`src/rtl/wbuf_pkg.sv`:
```
package wbuf_pkg;
    // Drain engine state: idle, or one entry offered to memory
    typedef enum logic {DRN_IDLE = 1'b0, DRN_SEND = 1'b1} drn_state_e;
endpackage

```
`src/rtl/wbuf_match.sv`:
```
// wbuf_match: compares the incoming store block and the read-miss block
// against every buffered entry.
// Assumes: at most one valid entry that is not in flight holds a given
// block; the in-flight entry is always the head.
module wbuf_match #(
    parameter int DEPTH = 4,
    parameter int BLK_W = 28,
    localparam int PTR_W = $clog2(DEPTH)
) (
    input  logic [DEPTH-1:0]       ent_vld,
    input  logic [DEPTH*BLK_W-1:0] ent_blk,
    input  logic [PTR_W-1:0]       head_idx,
    input  logic                   head_busy,
    input  logic [BLK_W-1:0]       st_blk,
    input  logic [BLK_W-1:0]       rd_blk,
    output logic [DEPTH-1:0]       st_hit,
    output logic                   rd_hit
);
    logic [DEPTH-1:0] rd_hit_vec;

    for (genvar i = 0; i < DEPTH; i++) begin : g_cmp
        logic in_flight;
        // entry i is the one currently offered to memory
        assign in_flight     = head_busy && (head_idx == PTR_W'(i));
        // merge target: valid, same block, not in flight
        assign st_hit[i]     = ent_vld[i] && !in_flight &&
                               (ent_blk[i*BLK_W +: BLK_W] == st_blk);
        // any valid entry of the same block blocks a read
        assign rd_hit_vec[i] = ent_vld[i] &&
                               (ent_blk[i*BLK_W +: BLK_W] == rd_blk);
    end

    assign rd_hit = |rd_hit_vec;
endmodule

```
`src/rtl/wbuf_ctrl.sv`:
```
// wbuf_ctrl: allocation and drain pointers, occupancy and the drain engine.
// Assumes: push is never raised when count == DEPTH; hold_launch is high
// in cycles where a read miss is granted.
module wbuf_ctrl
    import wbuf_pkg::*;
#(
    parameter int DEPTH = 4,
    localparam int PTR_W = $clog2(DEPTH),
    localparam int CNT_W = $clog2(DEPTH + 1)
) (
    input  logic             clk,
    input  logic             rst_n,
    input  logic             push,
    input  logic             hold_launch,
    input  logic             mem_ready,
    output logic [PTR_W-1:0] head,
    output logic [PTR_W-1:0] tail,
    output logic [CNT_W-1:0] count,
    output logic             busy,
    output logic             pop
);
    drn_state_e state;

    function automatic logic [PTR_W-1:0] nxt(input logic [PTR_W-1:0] p);
        return (p == PTR_W'(DEPTH - 1)) ? '0 : p + 1'b1;
    endfunction

    assign busy = (state == DRN_SEND);
    assign pop  = busy && mem_ready;

    // pointer and occupancy bookkeeping
    always_ff @(posedge clk) begin
        if (!rst_n) begin
            head  <= '0;
            tail  <= '0;
            count <= '0;
        end else begin
            if (pop)  head <= nxt(head);
            if (push) tail <= nxt(tail);
            count <= count + CNT_W'(push) - CNT_W'(pop);
        end
    end

    // drain engine: launch the head when idle unless a read goes first
    always_ff @(posedge clk) begin
        if (!rst_n) begin
            state <= DRN_IDLE;
        end else begin
            case (state)
                DRN_IDLE: if (count != '0 && !hold_launch) state <= DRN_SEND;
                DRN_SEND: if (mem_ready) state <= DRN_IDLE;
                default:  state <= DRN_IDLE;
            endcase
        end
    end

    p_no_overflow_r4: assert property (@(posedge clk) disable iff (!rst_n)
        push |-> (count < CNT_W'(DEPTH)));

    p_hold_offer_r6: assert property (@(posedge clk) disable iff (!rst_n)
        busy && !mem_ready |=> busy);
endmodule

```
`src/rtl/merge_wbuf.sv`:
```
// merge_wbuf: coalescing write buffer between a write-through cache and
// memory.
//  - Stores merge by block into entries that are not in flight.
//  - Entries drain in allocation order.
//  - Read misses bypass queued writes unless their block is buffered.
// Assumes: WORDS and DATA_W/8 are powers of two, WORDS >= 2.
module merge_wbuf #(
    parameter int ADDR_W = 30,
    parameter int DATA_W = 32,
    parameter int WORDS  = 4,
    parameter int DEPTH  = 4,
    localparam int BYTES  = DATA_W / 8,
    localparam int BO_W   = $clog2(BYTES),
    localparam int WSEL_W = $clog2(WORDS),
    localparam int BLK_W  = ADDR_W - WSEL_W,
    localparam int LINE_W = WORDS * DATA_W,
    localparam int LBE_W  = WORDS * BYTES,
    localparam int PTR_W  = $clog2(DEPTH),
    localparam int CNT_W  = $clog2(DEPTH + 1)
) (
    input  logic              clk,
    input  logic              rst_n,
    input  logic              st_valid,
    output logic              st_ready,
    input  logic [ADDR_W-1:0] st_addr,
    input  logic [DATA_W-1:0] st_data,
    input  logic [BYTES-1:0]  st_be,
    input  logic              rd_req,
    input  logic [BLK_W-1:0]  rd_addr,
    output logic              rd_gnt,
    output logic              mem_wr_valid,
    input  logic              mem_wr_ready,
    output logic [BLK_W-1:0]  mem_wr_addr,
    output logic [LINE_W-1:0] mem_wr_data,
    output logic [LBE_W-1:0]  mem_wr_be,
    output logic              full
);
    logic [BLK_W-1:0]       blk_q  [DEPTH];
    logic [LINE_W-1:0]      data_q [DEPTH];
    logic [LBE_W-1:0]       be_q   [DEPTH];
    logic [DEPTH-1:0]       vld_q;
    logic [DEPTH*BLK_W-1:0] blk_flat;

    logic [PTR_W-1:0]  head, tail;
    logic [CNT_W-1:0]  count;
    logic              busy, pop, push, st_fire, merge_hit, rd_hit;
    logic [DEPTH-1:0]  st_hit;
    logic [BLK_W-1:0]  st_blk;
    logic [WSEL_W-1:0] st_slot;
    logic [LBE_W-1:0]  wmask;
    logic [LINE_W-1:0] wbits, wdata;

    assign st_blk  = st_addr[ADDR_W-1:WSEL_W];
    assign st_slot = st_addr[WSEL_W-1:0];
    assign wdata   = {WORDS{st_data}};
    assign wmask   = LBE_W'(st_be) << {st_slot, {BO_W{1'b0}}};

    // expand the byte mask of the incoming store to a bit mask
    always_comb begin
        for (int b = 0; b < LBE_W; b++) wbits[b*8 +: 8] = {8{wmask[b]}};
    end

    for (genvar i = 0; i < DEPTH; i++) begin : g_flat
        assign blk_flat[i*BLK_W +: BLK_W] = blk_q[i];
    end

    wbuf_match #(.DEPTH(DEPTH), .BLK_W(BLK_W)) u_match (
        .ent_vld(vld_q), .ent_blk(blk_flat), .head_idx(head),
        .head_busy(busy), .st_blk(st_blk), .rd_blk(rd_addr),
        .st_hit(st_hit), .rd_hit(rd_hit)
    );

    assign full      = (count == CNT_W'(DEPTH));
    assign merge_hit = |st_hit;
    assign st_ready  = merge_hit || !full;
    assign st_fire   = st_valid && st_ready;
    assign push      = st_fire && !merge_hit;
    assign rd_gnt    = rd_req && !rd_hit && !(st_valid && st_blk == rd_addr);

    wbuf_ctrl #(.DEPTH(DEPTH)) u_ctrl (
        .clk(clk), .rst_n(rst_n), .push(push), .hold_launch(rd_gnt),
        .mem_ready(mem_wr_ready), .head(head), .tail(tail), .count(count),
        .busy(busy), .pop(pop)
    );

    for (genvar i = 0; i < DEPTH; i++) begin : g_ent
        logic sel_new, sel_merge;
        assign sel_new   = push && (tail == PTR_W'(i));
        assign sel_merge = st_fire && st_hit[i];
        // entry storage: clear on retire, allocate or merge enabled bytes
        always_ff @(posedge clk) begin
            if (!rst_n) begin
                vld_q[i]  <= 1'b0;
                blk_q[i]  <= '0;
                data_q[i] <= '0;
                be_q[i]   <= '0;
            end else begin
                if (pop && head == PTR_W'(i)) vld_q[i] <= 1'b0;
                if (sel_new || sel_merge) begin
                    vld_q[i]  <= 1'b1;
                    blk_q[i]  <= st_blk;
                    data_q[i] <= (data_q[i] & ~wbits) | (wdata & wbits);
                    be_q[i]   <= (sel_new ? '0 : be_q[i]) | wmask;
                end
            end
        end
    end

    assign mem_wr_valid = busy;
    assign mem_wr_addr  = blk_q[head];
    assign mem_wr_data  = data_q[head];
    assign mem_wr_be    = be_q[head];

    p_payload_stable_r6: assert property (@(posedge clk) disable iff (!rst_n)
        mem_wr_valid && !mem_wr_ready |=> mem_wr_valid && $stable(mem_wr_addr)
        && $stable(mem_wr_data) && $stable(mem_wr_be));

    p_one_target_r3: assert property (@(posedge clk) disable iff (!rst_n)
        $onehot0(st_hit));

    p_count_matches_r4: assert property (@(posedge clk) disable iff (!rst_n)
        $countones(vld_q) == int'(count));

    p_read_first_r9: assert property (@(posedge clk) disable iff (!rst_n)
        rd_gnt && !mem_wr_valid |=> !mem_wr_valid);
endmodule

```
`config.mk`:
```
export PLATFORM = sky130hd
export DESIGN_NAME = merge_wbuf
export DESIGN_NICKNAME = d
export VERILOG_FILES = /design/src/rtl/wbuf_pkg.sv /design/src/rtl/wbuf_match.sv /design/src/rtl/wbuf_ctrl.sv /design/src/rtl/merge_wbuf.sv
export SDC_FILE = /design/constraint.sdc
export NUM_CORES = 1
export LEC_CHECK = 0
export BUFFER_PORTS_ARGS = -buffer_cell sky130_fd_sc_hd__clkbuf_2
export CORE_MARGIN = 4
export CORE_UTILIZATION = 25
export DETAILED_ROUTE_END_ITERATION = 16
export GPL_TIMING_DRIVEN = 0
export PLACE_DENSITY = 0.46
export SLEW_MARGIN = 10
export SYNTH_ARGS = -nofsm -noshare
export SYNTH_HDL_FRONTEND = slang
export SYNTH_SLANG_ARGS = --single-unit
```
`constraint.sdc`:
```
create_clock -name clk -period 6.3 [get_ports clk]
set_clock_uncertainty 0.15 [all_clocks]
set_input_delay 0.63 -clock clk [delete_from_list [all_inputs] [get_ports clk]]
set_output_delay 0.63 -clock clk [all_outputs]
set_load 0.05 [all_outputs]
```
==> summary.txt, run 1 <==
Routing
  – Avg WL per Cell: 27.4 µm
  – DRT antenna net count: 0
  – DR vias: 27040
  – DR DRC count: 0
  – Drt first pass iters: 5
  – Drt total wl: 146000 µm
  – Via/cell ratio: 5.08
  – DR iter-0 viols: 2640

Run
  – Max cap viols: 0

Place
  – Port Buffer Count: 214
  – Area post-placement: 39900 µm²
  – Dpl cells: 5174
  – Post-DP HPWL: just over 100000 µm
  – Final GP Congestion: between 0.9 and 1

CTS
  – Post-CTS Resized: 0
  – Bufs on Longest Clock Path: 3
  – Num Clock Sinks: around 700
  – Clock tree root buffer cell: clkbuf_16
  – CTS tree: done
  – Post-CTS Setup Repair Bufs: 0
  – Number of hold buffers added after CTS: 0
  – TritonCTS Buffers: 82
  – Clk slew on worst S/H paths: 0.06 ns
  – H-Tree Level Count: 3
  – Clock Latency Late Sink: 0.68 ns

Layout
  – Filler instances: 15013
  – Fraction of layout cells with a size suffix above 1: 18.9%
  – Fin util: 29.7%
  – Multi-input gate area: 13800 µm²
  – Design Area, Final: about 43000 µm²
  – Final Non-Filler Cells: between 5000 and 6000
  – Nets: 3464
  – Register area: 20900 µm²
  – Most common cell after layout, fill and taps aside: edfxtp_1
  – Area growth syn-to-layout: 18.1%
  – Most frequent cells in the layout: edfxtp_1 (688), nand2_1 (671), a21oi_1 (550)

Pwr
  – Max IR drop VDD: 0.199 mV
  – P_leak: 0.0149 µW
  – P per Cell Area: 329 nW/µm²

Synthesis
  – Number of synthesized flops with an enable pin: 688
  – Avg Inst Size Synth: roughly 12 µm²
  – Post-Syn Instances: about 3000
  – Number of distinct library cells after synthesis: 57
  – Synth area leader: edfxtp_1
  – Sequential share of the synthesized area: 58.1%
  – Synth top area cells: edfxtp_1 (57%), mux4_2 (11%), a21oi_1 (7.6%), nand2_1 (7.0%), xnor2_1 (3.8%)
  – Post-Syn Area: 36000 µm²
  – Post-synthesis register bit count: 702
  – Yosys warning total: 0
  – Synth top area share: 57.3%
  – Asr flop ratio synth: 0%
  – Ys flop type: edfxtp_1
  – Syn Nets: 3153

Die
  – Die area: 150000 µm²
  – Die Wd: 388 µm
  – Rows: 139
  – Core Box Area: 143000 µm²
  – Number of I/O pins: 275
  – Initial Util: 25.1%
  – Die span in y: 388 µm

Timing
  – Final Max Tran Viols: 0
  – Endpoints failing setup: 0
  – Final period util: 83.7%
  – Period minus WS final: 5.27 ns
  – RSZ-0062 raised after global routing: false
  – Fin. Hold Viols: 0
  – Max frequency: 190 MHz
  – Relative slew margins: approximately 16%
  – Worst-Margin Slew: 1.25 ns

Min path
  – Hold Path End: u_ctrl.busy
  – Hold Path Class: in2reg
  – Hold-critical path depth: 3
  – Hold path start: mem_wr_ready

Worst setup path
  – Worst stage delay on the critical path: around 0.99 ns
  – Crit Path Class: reg2out
  – R2R cell count: 10
  – Slack of the worst reg-to-reg path: 1.82 ns
  – Cell Chain, Critical Path: clkbuf_1 -> clkbuf_1 -> buf_1 -> mux4_2 -> clkbuf_2
  – Arrival time of the worst setup path: between 4 and 5 ns
  – CP required: 5.52 ns
  – Reg2Reg Launch Point: blk_q[1][10]
  – Cell repeated most along the worst path: clkbuf_1
  – Setup crit end kind: output port
  – Critical Path Start Type: register
  – Highest-delay cell along the critical path: clkbuf_1
  – Worst reg2reg path endpoint: blk_q[0][9]
  – Crit Path Max Fanout: 10

Global routing
  – Initial antenna violation count: 11
  – Maximum number of pins on one net before global-route repair: 70
  – Vias in the first global route: 26331
  – First-pass GRT wire length: 203000 µm
  – Total GRT Usage: 18.7%
  – Remaining Overflow, GRT: 0

Run status
  – Status: finished clean
area by class of cell:
type | count | area share [%]
Antenna cell | 6 | 0.0353
Inverter | 39 | 0.344
Clock inverter | 39 | 1.04
Multi-Input combinational cell | 2043 | 32.4
Tap cell | 1903 | 5.60
Buffer | 260 | 2.91
Sequential cell | 702 | 49.2
Clock buffer | 106 | 5.21
Timing Repair Buffer | 227 | 3.28
synth_stat cells (all sizes together), types with 3 or more instances:
cell type  count
nor4          31
and3           6
edfxtp       688
inv           38
nor2         143
nand2        673
o31ai         16
nor3b          3
o221a         16
nor3           8
xnor2        157
mux4         172
nand4         41
o21ai         26
or4            3
a311oi        16
nand3         36
clkbuf       127
ha             9
a21oi        550
and2          10
buf          133
dfxtp         14
xor2          94
logic make-up after synthesis:
logic type                 Yosys count  synth area share (%)
adders and majority gates           10                 0.368
AOI/OAI and AO/OA                  641                  9.67
and+or+nand+nor                    969                  11.1
buffers and inverters              299                  3.84
DFF                                702                  58.1
muxes                              172                  10.8
xor gates and xnor gates           251                  6.10
worst max path at each step:
| stage | cells past startpoint | to | slack (ns) |
|---|---|---|---|
| floorplan | 9 | be_q[2][0] | 0.02 |
| global placement | 10 | data_q[2][70] | -4.29 |
| detailed placement | 10 | blk_q[0][10] | 1.53 |
| CTS | 5 | mem_wr_data[104] | 0.94 |
| global route | 5 | mem_wr_data[104] | 0.84 |
| finish | 5 | mem_wr_data[104] | 1.03 |
state kept, by name, summed over array words and instances, names as in the netlist, named ones only:
register	count
u_ctrl.tail	2
u_ctrl.head	2
u_ctrl.busy	1
u_ctrl.count	3
blk_q	112
be_q	64
vld_q	4
data_q	512
stage by stage:
step	total power (µW)	hold slack, ns	TNS, ns	worst slack, ns
after detailed placement	9220	0.359	0	1.53
after global routing	14500	0.194	0	0.845
after floorplan	8030	0.294	0	0.0201
after global placement	9260	0.359	-1921.41	-4.29
after CTS	14100	0.177	0	0.939
final	14000	0.241	0	1.03
worst max-delay path, delay by kind of cell, from the launching register on:
family,cells,cell delay (ns)
buffers and inverters,4,2.83
multiplexers,1,0.69
flip-flops,1,0.30
power by group:
| group | switching [µW] | internal, µW | total (µW) |
|---|---|---|---|
| registers | 287 | 5630 | 5920 |
| clock network | 2090 | 2820 | 4910 |
| logic | 2340 | 846 | 3190 |
routing by layer:
metal	share of wire (%)	global-route usage, %
met1	43	25.9
met3	10	5.45
met5	0.027	0
met4	2.8	5.06
met2	45	28.5
No activity file was read; power rests on OpenSTA's default activity.
==> run 2, diff against run 1 <==
--- a/config.mk
+++ b/config.mk
@@ -10,7 +10,7 @@
 export CORE_UTILIZATION = 25
 export DETAILED_ROUTE_END_ITERATION = 16
 export GPL_TIMING_DRIVEN = 0
-export PLACE_DENSITY = 0.46
+export PLACE_DENSITY = 0.45
 export SLEW_MARGIN = 10
 export SYNTH_ARGS = -nofsm -noshare
 export SYNTH_HDL_FRONTEND = slang
==> constraint.sdc (replaced) <==
create_clock -name clk -period 5.1 [get_ports clk]
set_clock_uncertainty 0.15 [all_clocks]
set_input_delay 0.51 -clock clk [delete_from_list [all_inputs] [get_ports clk]]
set_output_delay 0.51 -clock clk [all_outputs]
set_load 0.05 [all_outputs]
==> run 2 against run 1 <==
  * Non-clock buffer count grew 1
  * Wire length decreased by 0.36%
  * Design area decreased by 0.25%
  * First-iteration DRC count is 4.7% higher
  * Flip-flop and latch count unchanged
  * Die area did not move
  * Sequential share of layout area increased by 0.12 points
  * Sequential power increased by 23%
  * Largest cell class unchanged
==> summary.txt, run 2 (synthesized netlist as in run 1, its figures left out) <==
Routing
  – DR vias: 26932 (-0.40%)
  – Via/cell ratio: 5.06 (-0.42%)
  – DRT antenna net count: 0 (unchanged)
  – DR iter-0 viols: 2763 (+4.7%)
  – Drt first pass iters: 5 (unchanged)
  – DR DRC count: 0 (unchanged)
  – Drt total wl: 145000 µm (-0.36%)
  – Avg WL per Cell: 27.3 µm (-0.38%)

Die
  – Die Wd: 388 µm (unchanged)
  – Rows: 139 (unchanged)
  – Number of I/O pins: 275 (unchanged)
  – Die span in y: 388 µm (unchanged)
  – Initial Util: 25.1% (unchanged)
  – Core Box Area: 143000 µm² (unchanged)
  – Die area: 150000 µm² (unchanged)

Global routing
  – Maximum number of pins on one net before global-route repair: 79 (+13%)
  – Remaining Overflow, GRT: 0 (unchanged)
  – Vias in the first global route: 26333 (+0.0076%)
  – Initial antenna violation count: 16 (+5)
  – First-pass GRT wire length: 202000 µm (-0.33%)
  – Total GRT Usage: 18.6% (-0.059 points)

Run status
  – Status: finished clean

Place
  – Dpl cells: 5174 (unchanged)
  – Port Buffer Count: 214 (unchanged)
  – Post-DP HPWL: 102000 µm (-0.22%)
  – Final GP Congestion: 0.951 (-1.2%)
  – Area post-placement: 39800 µm² (about the same)

Worst setup path
  – Crit Path Max Fanout: 10 (unchanged)
  – Setup crit end kind: output port
  – Arrival time of the worst setup path: 4.17 ns (-0.32 ns)
  – Critical Path Start Type: register
  – Crit Path Class: reg2out
  – CP required: 4.44 ns (-1.08 ns)

Layout
  – Most frequent cells in the layout: edfxtp_1 (688), nand2_1 (671), a21oi_1 (550)
  – Fin util: 29.6% (-0.075 points)
  – Area growth syn-to-layout: 17.8%
  – Filler instances: 14980 (-0.22%)
  – Most common cell after layout, fill and taps aside: edfxtp_1
  – Final Non-Filler Cells: 5326 (+0.019%)
  – Max FFs per register: 512 (unchanged)
  – Top Registers: data_q: 512 flops, blk_q: 112 flops, be_q: 64 flops
  – Multi-input gate area: 13800 µm² (about the same)
  – Biggest register: data_q
  – Register area: 20900 µm² (unchanged)
  – Design Area, Final: 42400 µm² (-0.25%)
  – Nets: 3464 (unchanged)
  – Fraction of layout cells with a size suffix above 1: 18.8% (-0.15 points)

Run
  – Max cap viols: 0 (unchanged)

CTS
  – Bufs on Longest Clock Path: 3 (unchanged)
  – CTS tree: done
  – H-Tree Level Count: 3 (unchanged)
  – Number of hold buffers added after CTS: 0 (unchanged)
  – Clock tree root buffer cell: clkbuf_16
  – Clock Latency Late Sink: 0.70 ns (+0.02 ns)
  – Clk slew on worst S/H paths: 0.06 ns (about the same)
  – Num Clock Sinks: 702 (unchanged)
  – TritonCTS Buffers: 81 (-1.2%)

Timing
  – RSZ-0062 raised after global routing: false
  – Final Max Tran Viols: 0 (unchanged)
  – Relative slew margins: 15.8% (-0.23 points)
  – Max frequency: roughly 210 MHz
  – TNS Setup: 0 ns (unchanged)
  – Fin. Hold Viols: 0 (unchanged)
  – Endpoints failing setup: 0 (unchanged)
  – Final period util: between 90% and 100%
  – Worst-Margin Slew: 1.26 ns (+0.00813 ns)
  – Period minus WS final: 4.83 ns

Pwr
  – Max IR drop VDD: 0.243 mV (+22%)
  – P_leak: 0.0148 µW (-0.34%)
  – P per Cell Area: 402 nW/µm² (+22%)

Min path
  – Hold Path Class: in2reg
run 2: area by class of cell:
class | count | area share (%)
flip-flops and latches | 702 | 49.4
well taps | 1903 | 5.61
clock inverters | 41 | 0.961
multi-input cells | 2043 | 32.4
repair buffers | 228 | 3.28
inverters | 39 | 0.345
plain buffers | 260 | 2.94
diodes | 7 | 0.0413
clock buffers | 103 | 5.04
run 2: final timing paths:
kind	from	end	slack, ns	depth (start not counted)
worst max-delay path	register	mem_wr_data[105]	0.27	5
worst max register to register	blk_q[0][14]	data_q[1][46]	0.48	9
worst min-delay path	mem_wr_ready	u_ctrl.busy	0.07	3
worst min register to register	u_ctrl.tail[1]	u_ctrl.tail[1]	0.37	2
run 2: critical path, stage by stage, from the launching register on:
cell      delay [ns]
dfxtp_1         0.31
clkbuf_1        0.78
clkbuf_1        0.91
buf_1           0.70
mux4_2          0.50
clkbuf_2        0.28
run 2: layer usage:
metal | up-vias | wire [µm] | share of wire [%] | track usage (%)
li1 | 11797 | - | - | -
met1 | 13634 | 60900 | 42 | 25.2
met2 | 1285 | 64400 | 44 | 28.1
met3 | 204 | 15100 | 10 | 6.33
met4 | 12 | 4850 | 3.3 | 5.78
met5 | - | 78 | 0.054 | 0
run 2: per-stage QoR:
| step | hold WS, ns | total power [µW] | setup slack, ns |
|---|---|---|---|
| final | 0.0731 | 17000 | 0.271 |
| after global routing | 0.0494 | 17600 | 0.133 |
| after CTS | 0.00261 | 17200 | 0.219 |
| after detailed placement | 0.359 | 11400 | 0.279 |
| after global placement | 0.361 | 11400 | -2.57 |
| after floorplan | 0.294 | 9900 | 0.182 |
run 2: where the power goes:
part | total, µW | leakage, µW | switching (µW) | internal (µW)
sequential | 7300 | 0.00733 | 349 | 6950
combinational | 3930 | 0.00627 | 2880 | 1050
clock | 5810 | 0.00123 | 2570 | 3240
total | 17000 | 0.0148 | 5800 | 11200
run 2: what timing repair did:
action,CTS,global route
setup buffers,0,0
resized for setup,2,0
setup endpoints to repair,34,0
